--- config.mk ---
export PLATFORM = sky130hd
export DESIGN_NAME = tws_status_unit
export DESIGN_NICKNAME = d
export VERILOG_FILES = /design/src/rtl/tws_pkg.sv /design/src/rtl/tws_phase_fsm.sv /design/src/rtl/tws_flag_bank.sv /design/src/rtl/tws_irq_mask.sv /design/src/rtl/tws_status_unit.sv
export SDC_FILE = /design/constraint.sdc
export NUM_CORES = 1
export LEC_CHECK = 0
export BUFFER_PORTS_ARGS = -buffer_cell sky130_fd_sc_hd__buf_2
export CAP_MARGIN = 10
export CORE_UTILIZATION = 40
export DETAILED_ROUTE_END_ITERATION = 12
export PLACE_DENSITY = 0.73
export SYNTH_ARGS = -nofsm -noshare
export SYNTH_HDL_FRONTEND = slang
export SYNTH_SLANG_ARGS = --single-unit
--- constraint.sdc ---
create_clock -name clk -period 2.6 [get_ports clk]
set_input_delay 0.39 -clock clk [delete_from_list [all_inputs] [get_ports clk]]
set_output_delay 0.39 -clock clk [all_outputs]
set_load 0.1 [all_outputs]
--- src/rtl/tws_pkg.sv ---
package tws_pkg;

    localparam int TW_NFLAGS = 10;

    // status bit positions (fixed by software decoding)
    localparam int B_DONE  = 0;
    localparam int B_RXRDY = 1;
    localparam int B_TXRDY = 2;
    localparam int B_SRD   = 3;
    localparam int B_SACC  = 4;
    localparam int B_GACC  = 5;
    localparam int B_OVR   = 6;
    localparam int B_UNR   = 7;
    localparam int B_NACK  = 8;
    localparam int B_ARB   = 9;

    localparam logic [7:0] DEF_OFS_STAT = 8'h20;
    localparam logic [7:0] DEF_OFS_IEN  = 8'h24;
    localparam logic [7:0] DEF_OFS_IDIS = 8'h28;
    localparam logic [7:0] DEF_OFS_RX   = 8'h30;
    localparam logic [7:0] DEF_OFS_TX   = 8'h34;

    typedef enum logic [1:0] {
        PH_OFF   = 2'd0,
        PH_IDLE  = 2'd1,
        PH_FRAME = 2'd2
    } phase_t;

endpackage

--- src/rtl/tws_phase_fsm.sv ---
module tws_phase_fsm
    import tws_pkg::*;
(
    input  logic clk,
    input  logic rst_n,
    input  logic go_idle,
    input  logic go_frame,
    output logic done
);

    phase_t state_q;
    phase_t state_d;

    always_ff @(posedge clk) begin
        if (!rst_n) begin
            state_q <= PH_OFF;
        end else begin
            state_q <= state_d;
        end
    end

    always_comb begin
        state_d = state_q;
        unique case (state_q)
            PH_OFF: begin
                if (go_idle)       state_d = PH_IDLE;
                else if (go_frame) state_d = PH_FRAME;
            end
            PH_IDLE: begin
                if (go_frame && !go_idle) state_d = PH_FRAME;
            end
            PH_FRAME: begin
                if (go_idle) state_d = PH_IDLE;
            end
            default: state_d = PH_OFF;
        endcase
    end

    always_comb begin
        unique case (state_q)
            PH_IDLE: done = 1'b1;
            default: done = 1'b0;
        endcase
    end

endmodule

--- src/rtl/tws_flag_bank.sv ---
module tws_flag_bank #(
    parameter int WIDTH = 9
) (
    input  logic             clk,
    input  logic             rst_n,
    input  logic [WIDTH-1:0] set_v,
    input  logic [WIDTH-1:0] clr_v,
    output logic [WIDTH-1:0] flags
);

    // one sticky cell per flag; set has priority over clear
    for (genvar i = 0; i < WIDTH; i++) begin : g_cell
        always_ff @(posedge clk) begin
            if (!rst_n) begin
                flags[i] <= 1'b0;
            end else if (set_v[i]) begin
                flags[i] <= 1'b1;
            end else if (clr_v[i]) begin
                flags[i] <= 1'b0;
            end
        end
    end

endmodule

--- src/rtl/tws_irq_mask.sv ---
module tws_irq_mask #(
    parameter int WIDTH = 10
) (
    input  logic             clk,
    input  logic             rst_n,
    input  logic             en_wr,
    input  logic             dis_wr,
    input  logic [WIDTH-1:0] wdata,
    input  logic [WIDTH-1:0] status,
    output logic [WIDTH-1:0] mask,
    output logic             irq
);

    always_ff @(posedge clk) begin
        if (!rst_n) begin
            mask <= '0;
        end else if (en_wr) begin
            mask <= mask | wdata;
        end else if (dis_wr) begin
            mask <= mask & ~wdata;
        end
    end

    assign irq = |(status & mask);

endmodule

--- src/rtl/tws_status_unit.sv ---
module tws_status_unit
    import tws_pkg::*;
#(
    parameter int         ADDR_W   = 8,
    parameter logic [7:0] OFS_STAT = DEF_OFS_STAT,
    parameter logic [7:0] OFS_IEN  = DEF_OFS_IEN,
    parameter logic [7:0] OFS_IDIS = DEF_OFS_IDIS,
    parameter logic [7:0] OFS_RX   = DEF_OFS_RX,
    parameter logic [7:0] OFS_TX   = DEF_OFS_TX
) (
    input  logic                 clk,
    input  logic                 rst_n,
    input  logic                 ctrl_enable,
    input  logic                 is_master,
    input  logic                 ev_start,
    input  logic                 ev_stop,
    input  logic                 ev_rx_byte,
    input  logic                 ev_tx_load,
    input  logic                 ev_underrun,
    input  logic                 ev_nack,
    input  logic                 ev_arb_lost,
    input  logic                 ev_addr_match,
    input  logic                 ev_gcall_match,
    input  logic                 ev_dir_read,
    input  logic                 bus_rd,
    input  logic                 bus_wr,
    input  logic [ADDR_W-1:0]    bus_addr,
    input  logic [TW_NFLAGS-1:0] bus_wdata,
    output logic [TW_NFLAGS-1:0] status,
    output logic [TW_NFLAGS-1:0] mask,
    output logic                 irq,
    output logic                 auto_stop_req
);

    localparam int NB = TW_NFLAGS - 1;   // flags held in the bank (bits 1..9)

    logic rd_stat, rd_rx, wr_tx, wr_ien, wr_idis;
    logic done, go_idle, cond_clr;
    logic [NB-1:0] set_v, clr_v, bank_q;
    logic [TW_NFLAGS-1:0] set_full, clr_full;

    assign rd_stat = bus_rd && (bus_addr == ADDR_W'(OFS_STAT));
    assign rd_rx   = bus_rd && (bus_addr == ADDR_W'(OFS_RX));
    assign wr_tx   = bus_wr && (bus_addr == ADDR_W'(OFS_TX));
    assign wr_ien  = bus_wr && (bus_addr == ADDR_W'(OFS_IEN));
    assign wr_idis = bus_wr && (bus_addr == ADDR_W'(OFS_IDIS));

    assign go_idle = ctrl_enable || ev_stop || ev_nack || ev_arb_lost;

    tws_phase_fsm u_phase (
        .clk      (clk),
        .rst_n    (rst_n),
        .go_idle  (go_idle),
        .go_frame (ev_start),
        .done     (done)
    );

    // access and error flags clear on status read only once the transfer is done
    assign cond_clr = rd_stat && done;

    always_comb begin
        set_full = '0;
        clr_full = '0;
        set_full[B_RXRDY] = ev_rx_byte;
        clr_full[B_RXRDY] = rd_rx;
        set_full[B_TXRDY] = ev_tx_load || ctrl_enable || ev_nack;
        clr_full[B_TXRDY] = wr_tx;
        set_full[B_SRD]   = ev_addr_match && ev_dir_read;
        clr_full[B_SRD]   = ev_addr_match && !ev_dir_read;
        set_full[B_SACC]  = ev_addr_match;
        clr_full[B_SACC]  = cond_clr;
        set_full[B_GACC]  = ev_gcall_match;
        clr_full[B_GACC]  = cond_clr;
        set_full[B_OVR]   = ev_rx_byte && status[B_RXRDY];
        clr_full[B_OVR]   = cond_clr;
        set_full[B_UNR]   = ev_underrun;
        clr_full[B_UNR]   = cond_clr;
        set_full[B_NACK]  = ev_nack;
        clr_full[B_NACK]  = rd_stat;
        set_full[B_ARB]   = ev_arb_lost;
        clr_full[B_ARB]   = rd_stat;
    end

    assign set_v = set_full[TW_NFLAGS-1:1];
    assign clr_v = clr_full[TW_NFLAGS-1:1];

    tws_flag_bank #(.WIDTH(NB)) u_flags (
        .clk   (clk),
        .rst_n (rst_n),
        .set_v (set_v),
        .clr_v (clr_v),
        .flags (bank_q)
    );

    assign status = {bank_q, done};

    tws_irq_mask #(.WIDTH(TW_NFLAGS)) u_mask (
        .clk    (clk),
        .rst_n  (rst_n),
        .en_wr  (wr_ien),
        .dis_wr (wr_idis),
        .wdata  (bus_wdata),
        .status (status),
        .mask   (mask),
        .irq    (irq)
    );

    always_ff @(posedge clk) begin
        if (!rst_n) begin
            auto_stop_req <= 1'b0;
        end else begin
            auto_stop_req <= ev_underrun && is_master;
        end
    end

    // unused low bits of the set/clear vectors for bit 0 (driven by the phase machine)
    logic unused_ok;
    assign unused_ok = &{1'b0, set_full[0], clr_full[0]};

endmodule

==> reports/results.txt, run 1 <==
The flow ran to the end, and the final reports show no timing, DRC or antenna violations. Power spread over the standard cell area amounts to 541 mW/mm2. Data arrives at the worst endpoint at 1.57 ns. The run gives 0 as the initial antenna violation count. The root buffer cell chosen for the clock tree is clkbuf_4. The worst-case IR drop observed on VDD is 0.442 mV. Share of post-route cells with drive strength above 1: 0.395. The largest single stage delay on the critical path is 0.42 ns. Synthesis inferred 22 register bits.

The share of the clock period used by the worst path after layout is 0.754, and the setup slack on the worst flop-to-flop path is 1.50 ns. The tools report the kind of start point of the critical path as a flop. For the number of search-and-repair iterations in the first detailed-routing pass, the log shows 6.

The cell row count was 17. In this run the remaining antenna-violating nets after routing total 0. The residual overflow from global routing is 0, and the final count of pins violating max slew is 0. TritonCTS built the clock tree. The slowest cell on the critical path is buf_2. Clock-pin slew was measured on the worst setup and hold paths at 0.12 ns. The worst setup path is of the flop to primary output kind. Buffers inserted to repair hold after CTS numbered 0.

The critical path starts at u_phase.state_q[0]. The peak clock frequency supported by timing is 0.510 GHz. Measured in cells, the most critical reg-to-reg path has a length of 3. The top fanout value on the critical path works out to 3. After the first detailed-routing iteration, the DRC count stood at 10. At the pin with the least slew margin, the transition time is 0.672 ns.

For the worst-skew pair, the clock arrives at the later sink with an insertion delay of 0.30 ns. The final layout net count was 197. Number of synthesis warnings: 0. At the end of routability-driven placement, the weighted congestion stood at 0.779. After clock tree synthesis, the repair step resized 0 gates. Setup repair after global routing left no endpoint under its margin. Across the run, the number of max-cap violations was 0.

TritonCTS created 3 clock buffers. The mean instance size in the synthesized netlist is 9.31 um2. The logs give 0.550 for the worst slew slack as a fraction of its limit and 29 for the number of distinct standard cells referenced by the synthesized netlist. The logs give 0.201 for the global-route total usage across every layer and 1011 for the via count.

Once placement finished, the instance area stood at 0.00129 mm2. Traced cell by cell, the critical path runs through nor2b_1, a222oi_1, nand3_1, buf_2. The clock arrives with 0.000378 ns of skew. The detail-routed net length per standard cell is 13.3 um, and the instance count of the mapped netlist is 108.

The logs give 916 for the via count of the first global-routing pass and 0 for the final number of setup-violating endpoints. From left edge to right edge, the die measures 52.2 um. The tools report the beginning of the worst register-to-register path as u_phase.state_q[0]. With fillers left out, the area of the finished cells amounts to 0.00132 mm2. The global-route wire length before repair was 4020 um. The critical path ends at irq.

The endpoint type of the worst setup path was a primary output. Entering global routing, the biggest net connects 28 pins. Summing every instance area after synthesis gives 0.00101 mm2. The count of buffers added on input and output ports is 55. The total wire length was 2530 um; the clock sink total was 22.

For the static leakage, the log shows 0.000686 uW. The die is 52.2 um tall. The kind of path behind the tightest hold check was primary input to flop. The region available for standard cell placement spans 0.00230 mm2. The sequential fraction of the synthesis area came out at 0.438. The tools report the reg-to-reg endpoint as u_flags.flags[3]. The worst path needs 1.96 ns of the cycle, external delays included.

The buffers inserted during post-CTS setup optimization came out at 0. Post-synthesis net count: 142. Summing all multi-input logic gate instances after layout gives 507 um2. The run gives 0 as the count of antenna diodes in the layout. The area added between synthesis and finish was 31.6%. The sequential cells in the finished layout cover a total of 440 um2.

Adding up every negative setup slack in the final design gives 0 ns. After legalization and detailed placement, the total HPWL measured 2010 um. Counting instances, the worst hold path has a depth of 3.

The deepest level of the CTS H-tree came out at 1. The data required time of the critical path was 2.21 ns; the number of top-level pins was 56. The die covers 0.00272 mm2. Initial core utilization: 0.438. The clock passes through at most 2 buffers. Final hold violation count: 0. For this run, design rule violations remaining after detail routing come to 0. In the routed layout, each cell is associated on average with a via count of 5.32. For the filler cell count, the log shows 208.
-- cells in the mapped netlist --
cell type,n,area (um2)
clkbuf_1,2,7.51
nand4_1,10,62.6
mux2i_1,11,110
o21ai_0,7,35.0
and4bb_2,1,12.5
buf_6,1,11.3
and2_1,1,6.26
nor2b_1,3,18.8
and3_1,3,18.8
a22o_1,1,8.76
nor3b_1,1,7.51
a221oi_1,1,8.76
mux2_2,1,11.3
a41oi_1,1,8.76
nor4b_4,1,23.8
buf_2,2,10.0
nor3_1,1,5.00
dfxtp_1,22,440
o21ai_1,1,5.00
a222oi_1,2,20.0
nand3_1,3,15.0
inv_1,6,22.5
a31oi_1,3,18.8
o41a_1,1,11.3
and4_1,1,8.76
buf_4,1,7.51
xor2_2,1,16.3
nor4_1,1,6.26
nand2_1,18,67.6
-- cells in the final DEF, fill, tap and decap left out --
cell type / count
a221oi_1: 1
a222oi_1: 2
a22o_1: 1
a31oi_1: 3
a41oi_1: 1
and2_1: 1
and3_1: 3
and4_1: 1
and4bb_2: 1
buf_2: 55
buf_4: 1
clkbuf_4: 3
clkbuf_8: 1
dfxtp_1: 22
inv_1: 6
mux2_2: 1
mux2i_1: 11
nand2_1: 18
nand3_1: 3
nand4_1: 10
nor2b_1: 3
nor3_1: 1
nor3b_1: 1
nor4_1: 1
nor4b_4: 1
o21ai_0: 7
o21ai_1: 1
o41a_1: 1
xor2_2: 1
-- cell families after synthesis --
| family | Yosys count | share of synthesized area |
|---|---|---|
| buf+inv | 12 | 0.0585 |
| simple gates | 44 | 0.251 |
| compound gates | 17 | 0.116 |
| mux | 12 | 0.121 |
| xor+xnor | 1 | 0.0162 |
| flops | 22 | 0.438 |
-- power by group --
part,leakage [uW],internal [uW],switching (uW)
sequential,0.000181,350,10.0
clock,0.0000210,85.4,99.3
combinational,0.000484,40.3,132
total,0.000686,475,241
-- worst min-delay path by stage --
stage / from / end
floorplan: ev_addr_match / u_flags.flags[3]
global placement: u_flags.flags[5] / u_flags.flags[5]
detailed placement: u_flags.flags[6] / u_flags.flags[6]
CTS: ev_underrun / u_flags.flags[6]
global route: ev_underrun / u_flags.flags[6]
finish: ev_underrun / u_flags.flags[6]
-- final cells by class --
type / instances / share of cell area
multi-input combinational: 74 / 0.383
sequential: 22 / 0.333
timing repair buffer: 56 / 0.214
clock buffer: 4 / 0.0274
tap: 28 / 0.0265
inverter: 6 / 0.0170
-- worst max-delay path: cells and delay by family (launching register included) --
| family | cells | cell delay, ns |
|---|---|---|
| AOI/OAI and AO/OA | 1 | 0.13 |
| DFF | 1 | 0.37 |
| and+or+nand+nor | 2 | 0.35 |
| buffers and inverters | 1 | 0.42 |
-- metal layers --
layer	vias up	wire length, um	track usage
li1	502	-	-
met2	45	1200	0.342
met5	-	0	0
met3	4	204	0.0409
met1	460	1080	0.250
met4	0	38	0.0658
-- stage by stage --
step / std cells / hold WS, ns / util / setup slack, ns / total power (uW)
floorplan: 108 / 0.499 / - / 0.187 / 490
global placement: 186 / 0.460 / 0.560 / 0.942 / 536
detailed placement: 186 / 0.476 / 0.560 / 0.873 / 539
CTS: 190 / 0.286 / 0.576 / 0.625 / 722
global route: 190 / 0.273 / 0.576 / 0.492 / 750
finish: 190 / 0.288 / 0.576 / 0.640 / 716
Note: power is estimated with default switching activity, not from simulation.
==> inputs of run 2 (changes only) <==
--- a/config.mk
+++ b/config.mk
@@ -5,11 +5,12 @@
 export SDC_FILE = /design/constraint.sdc
 export NUM_CORES = 1
 export LEC_CHECK = 0
+export ABC_AREA = 1
 export BUFFER_PORTS_ARGS = -buffer_cell sky130_fd_sc_hd__buf_2
 export CAP_MARGIN = 10
 export CORE_UTILIZATION = 40
 export DETAILED_ROUTE_END_ITERATION = 12
-export PLACE_DENSITY = 0.73
+export PLACE_DENSITY = 0.74
 export SYNTH_ARGS = -nofsm -noshare
 export SYNTH_HDL_FRONTEND = slang
 export SYNTH_SLANG_ARGS = --single-unit
==> constraint.sdc (replaced) <==
create_clock -name clk -period 1.6 [get_ports clk]
set_input_delay 0.24 -clock clk [delete_from_list [all_inputs] [get_ports clk]]
set_output_delay 0.24 -clock clk [all_outputs]
set_load 0.1 [all_outputs]
==> reports/results.txt, run 2 <==
The tools report the half-perimeter wire length after placement as 2190 um (+9.2%). The library cell used most frequently in the layout, excluding fill and tap cells, is buf_2. The count of antenna diodes in the layout came out at 0 (unchanged). The run gives 0.00257 mm2 (+12%) as the area of the placeable core.

Via count of the first global-routing pass: 1114 (+22%). The mean instance size in the synthesized netlist works out to 6.88 um2 (-26%). The number of buffers created by CTS was 3 (unchanged); the post-synthesis register bit count was 22 (unchanged).

By count the netlist is led by nand2_1, nor2_1, dfxtp_1, inv_1, nand3_2. The peak clock frequency supported by timing came out at 0.647 GHz. The total of buffers placed on input and output ports is 55 (unchanged), and the hold buffer count at CTS is 0 (unchanged). The clock sink total was 22 (unchanged). The flow ran to the end, and the final reports show no timing, DRC or antenna violations. The cell with the most instances after synthesis is nand2_1.

The worst clock skew on the final layout was 0.0114 ns (+0.0110 ns); the number of top-level pins was 56 (unchanged). The area growth from synthesis to layout is 38.8%. By instance count, the cell type seen most on the critical path is nand2_2. The cell row count is 18 (+1), and the buffer depth of the longest clock path is 2 (unchanged). For the number of max-cap violations, the log shows 0 (unchanged). The signal on the critical path passes through nand2_2, nand2_2, a221oi_4, nand3_4, buf_12. The smallest setup slack after layout is 0.0538 ns (-0.586 ns).

The run gives 0 (unchanged) as the number of synthesis warnings. The tools report the number of distinct standard cells referenced by the synthesized netlist as 20 (-31%). The maximum single-stage delay on the critical path is 0.35 ns (-0.07 ns), and the initial core utilization is 0.442 (+0.00410). STA classifies the critical path endpoint as a primary output. The share of the synthesized area in the top cell type was 0.388 (-0.0497). The area of the die is 0.00305 mm2 (+12%).

The instance count of the mapped netlist is 165 (+53%). In this run the worst hold path is classified as primary input to flop. Data required time of the critical path: 1.36 ns (-0.85 ns).

The most used flip-flop cell after synthesis is dfxtp_1. The logs give 1.31 ns (-0.26 ns) for the arrival time of the worst setup path and 1175 (+16%) for the via count. Slew at the pin with the worst max-slew slack: 0.497 ns (-0.175 ns). The tools report the global-route wire length before repair as 4760 um (+18%). CTS placed an instance of clkbuf_4 at the clock tree root.

The total power after layout is 1190 uW (+66%), and the post-synthesis net count is 199 (+40%). The setup slack on the worst flop-to-flop path was 0.55 ns (-0.95 ns); the detail-routed via count per cell was 4.64 (-13%). For the final hold violation count, the log shows 0 (unchanged). The run gives 4 (-2) as the number of search-and-repair iterations in the first detailed-routing pass.

The final number of setup-violating endpoints is 0 (unchanged). The top fanout value on the critical path works out to 3 (unchanged). The share of post-route cells with drive strength above 1 is 0.471 (+0.0758). The beginning of the worst register-to-register path is u_phase.state_q[0].

TritonCTS built the clock tree. The initial antenna violation count was 0 (unchanged); the die outline width was 55.3 um (+6.0%). STA classifies the critical path startpoint as a flop. The detail-routed net length per standard cell works out to 11.1 um (-17%). For hold timing, the worst endpoint is u_flags.flags[6]. The number of synthesized flops with an enable pin is 0 (unchanged), and the share of the clock period used by the worst path after layout is 0.966.

The tools report the residual overflow from global routing as 0 (unchanged). Dominant cell type by area after synthesis: dfxtp_1. For this design, the slowest cell found on the critical path is dfxtp_2.

Setup repair after global routing could not meet its margin everywhere. In this run the critical register-to-register path is captured at u_flags.flags[6]. The run gives 0 (unchanged) as the antenna violation net count after detailed routing. The run gives 21 (+11) as the first-iteration detailed-routing DRC count.

The post-CTS clock slew at the launch and capture registers of the worst setup and hold paths works out to 0.13 ns (about the same). The final layout net count was 258 (+31%). Setup slack after placement: 0.325 ns (-0.547 ns). The post-route cell area is 0.00158 mm2 (+19%), and the worst slew slack as a fraction of its limit is 0.671 (+0.121). The global-route total usage across every layer was 0.191 (-0.00936). The sequential fraction of the synthesis area was 0.388 (-0.0497).

The total wire length is 2800 um (+11%). The critical path buffer and inverter count is 1 (unchanged). The worst setup path is of the flop to primary output kind. The cell depth of the worst hold path is 3 (unchanged), and the total power per unit cell area is 756 mW/mm2 (+40%). Weighted congestion at the end of routability-driven global placement: 0.760 (-2.5%). The tools report the launch point of the worst hold path as ev_underrun. The maximum number of pins on one net before global-route repair is 16 (-43%), and the detailed-route DRC error count is 0 (unchanged). For the filler cell count, the log shows 253 (+22%).

The tools report the insertion delay of the later-clocked pin in the worst-skew pair as 0.31 ns (about the same). The placement-stage cell area was 0.00150 mm2 (+17%); the number of cell instances on the worst register-to-register path was 5 (+2). In the layout the commonest cells are buf_2, nand2_1, nor2_1.

The cell area after technology mapping came out at 0.00113 mm2 (+13%). The share of synthesized flip-flops with an asynchronous set or reset was 0 (unchanged); the worst slack on hold paths was 0.150 ns (-0.138 ns). After synthesis, the cell types taking the most area are dfxtp_1, nand2_1, nor2_1. The vertical extent of the die works out to 55.3 um (+6.0%). The family of cells with the greatest summed delay on the critical path is flip-flops. The logs give 0.461 mV (+4.2%) for the worst-case vdd ir drop and 0 (unchanged) for the final count of pins violating max slew. The deepest level of the CTS H-tree is 1 (unchanged). Subtracting the final worst setup slack from the clock period gives 1.55 ns. The static leakage is 0.000866 uW (+26%).
[run 2: metrics by stage]
step | std cells | setup TNS, ns | utilization
4_1_cts | 252 | 0 | 0.600
6_report | 253 | 0 | 0.614
2_1_floorplan | 165 | 0 | -
3_3_place_gp | 248 | 0 | 0.586
5_1_grt | 253 | -0.0159 | 0.614
3_5_place_dp | 248 | 0 | 0.586
[run 2: worst max path at each step]
stage / start / endpoint / slack [ns] / cells past startpoint
after CTS: u_flags.flags[5] / irq / 0.003 / 5
after floorplan: flop / irq / 0.13 / 4
after global routing: u_flags.flags[5] / irq / -0.02 / 5
after detailed placement: bus_addr[1] / u_flags.flags[3] / 0.33 / 7
after global placement: bus_addr[1] / u_flags.flags[3] / 0.26 / 7
final: u_flags.flags[5] / irq / 0.05 / 5
[run 2: logic make-up after synthesis]
kind of cell    after synthesis  synth area share
compound gates               10            0.0496
buf+inv                      27             0.101
flops                        22             0.388
simple gates                106             0.461
[run 2: report_power, final]
part / switching (uW) / internal [uW] / total (uW)
clock network: 167 / 139 / 305
registers: 18.2 / 571 / 590
logic: 224 / 72.6 / 296
[run 2: cell type report]
class	instances	area, um2	share of cell area
Inverter	23	86.3	0.0548
Tap cell	30	37.5	0.0238
Sequential cell	22	465	0.295
Timing Repair Buffer	58	328	0.208
Multi-Input combinational cell	116	622	0.395
Clock buffer	4	36.3	0.0230
[run 2: metal layers]
metal | part of all wire | GRT usage
met3 | 0.054 | 0.0351
met5 | 0 | 0
met4 | 0.0054 | 0.0429
met2 | 0.46 | 0.322
met1 | 0.48 | 0.256
[run 2: what timing repair did]
item,in CTS,in global routing
endpoints found under the setup margin,0,2
resized for setup,0,7
buffers inserted,0,1
endpoints found under the hold margin,0,0
[run 2: tightest hold or removal path, stage by stage]
cell	delay, ns
buf_2	0.09
nand2_1	0.04
nand2_1	0.05
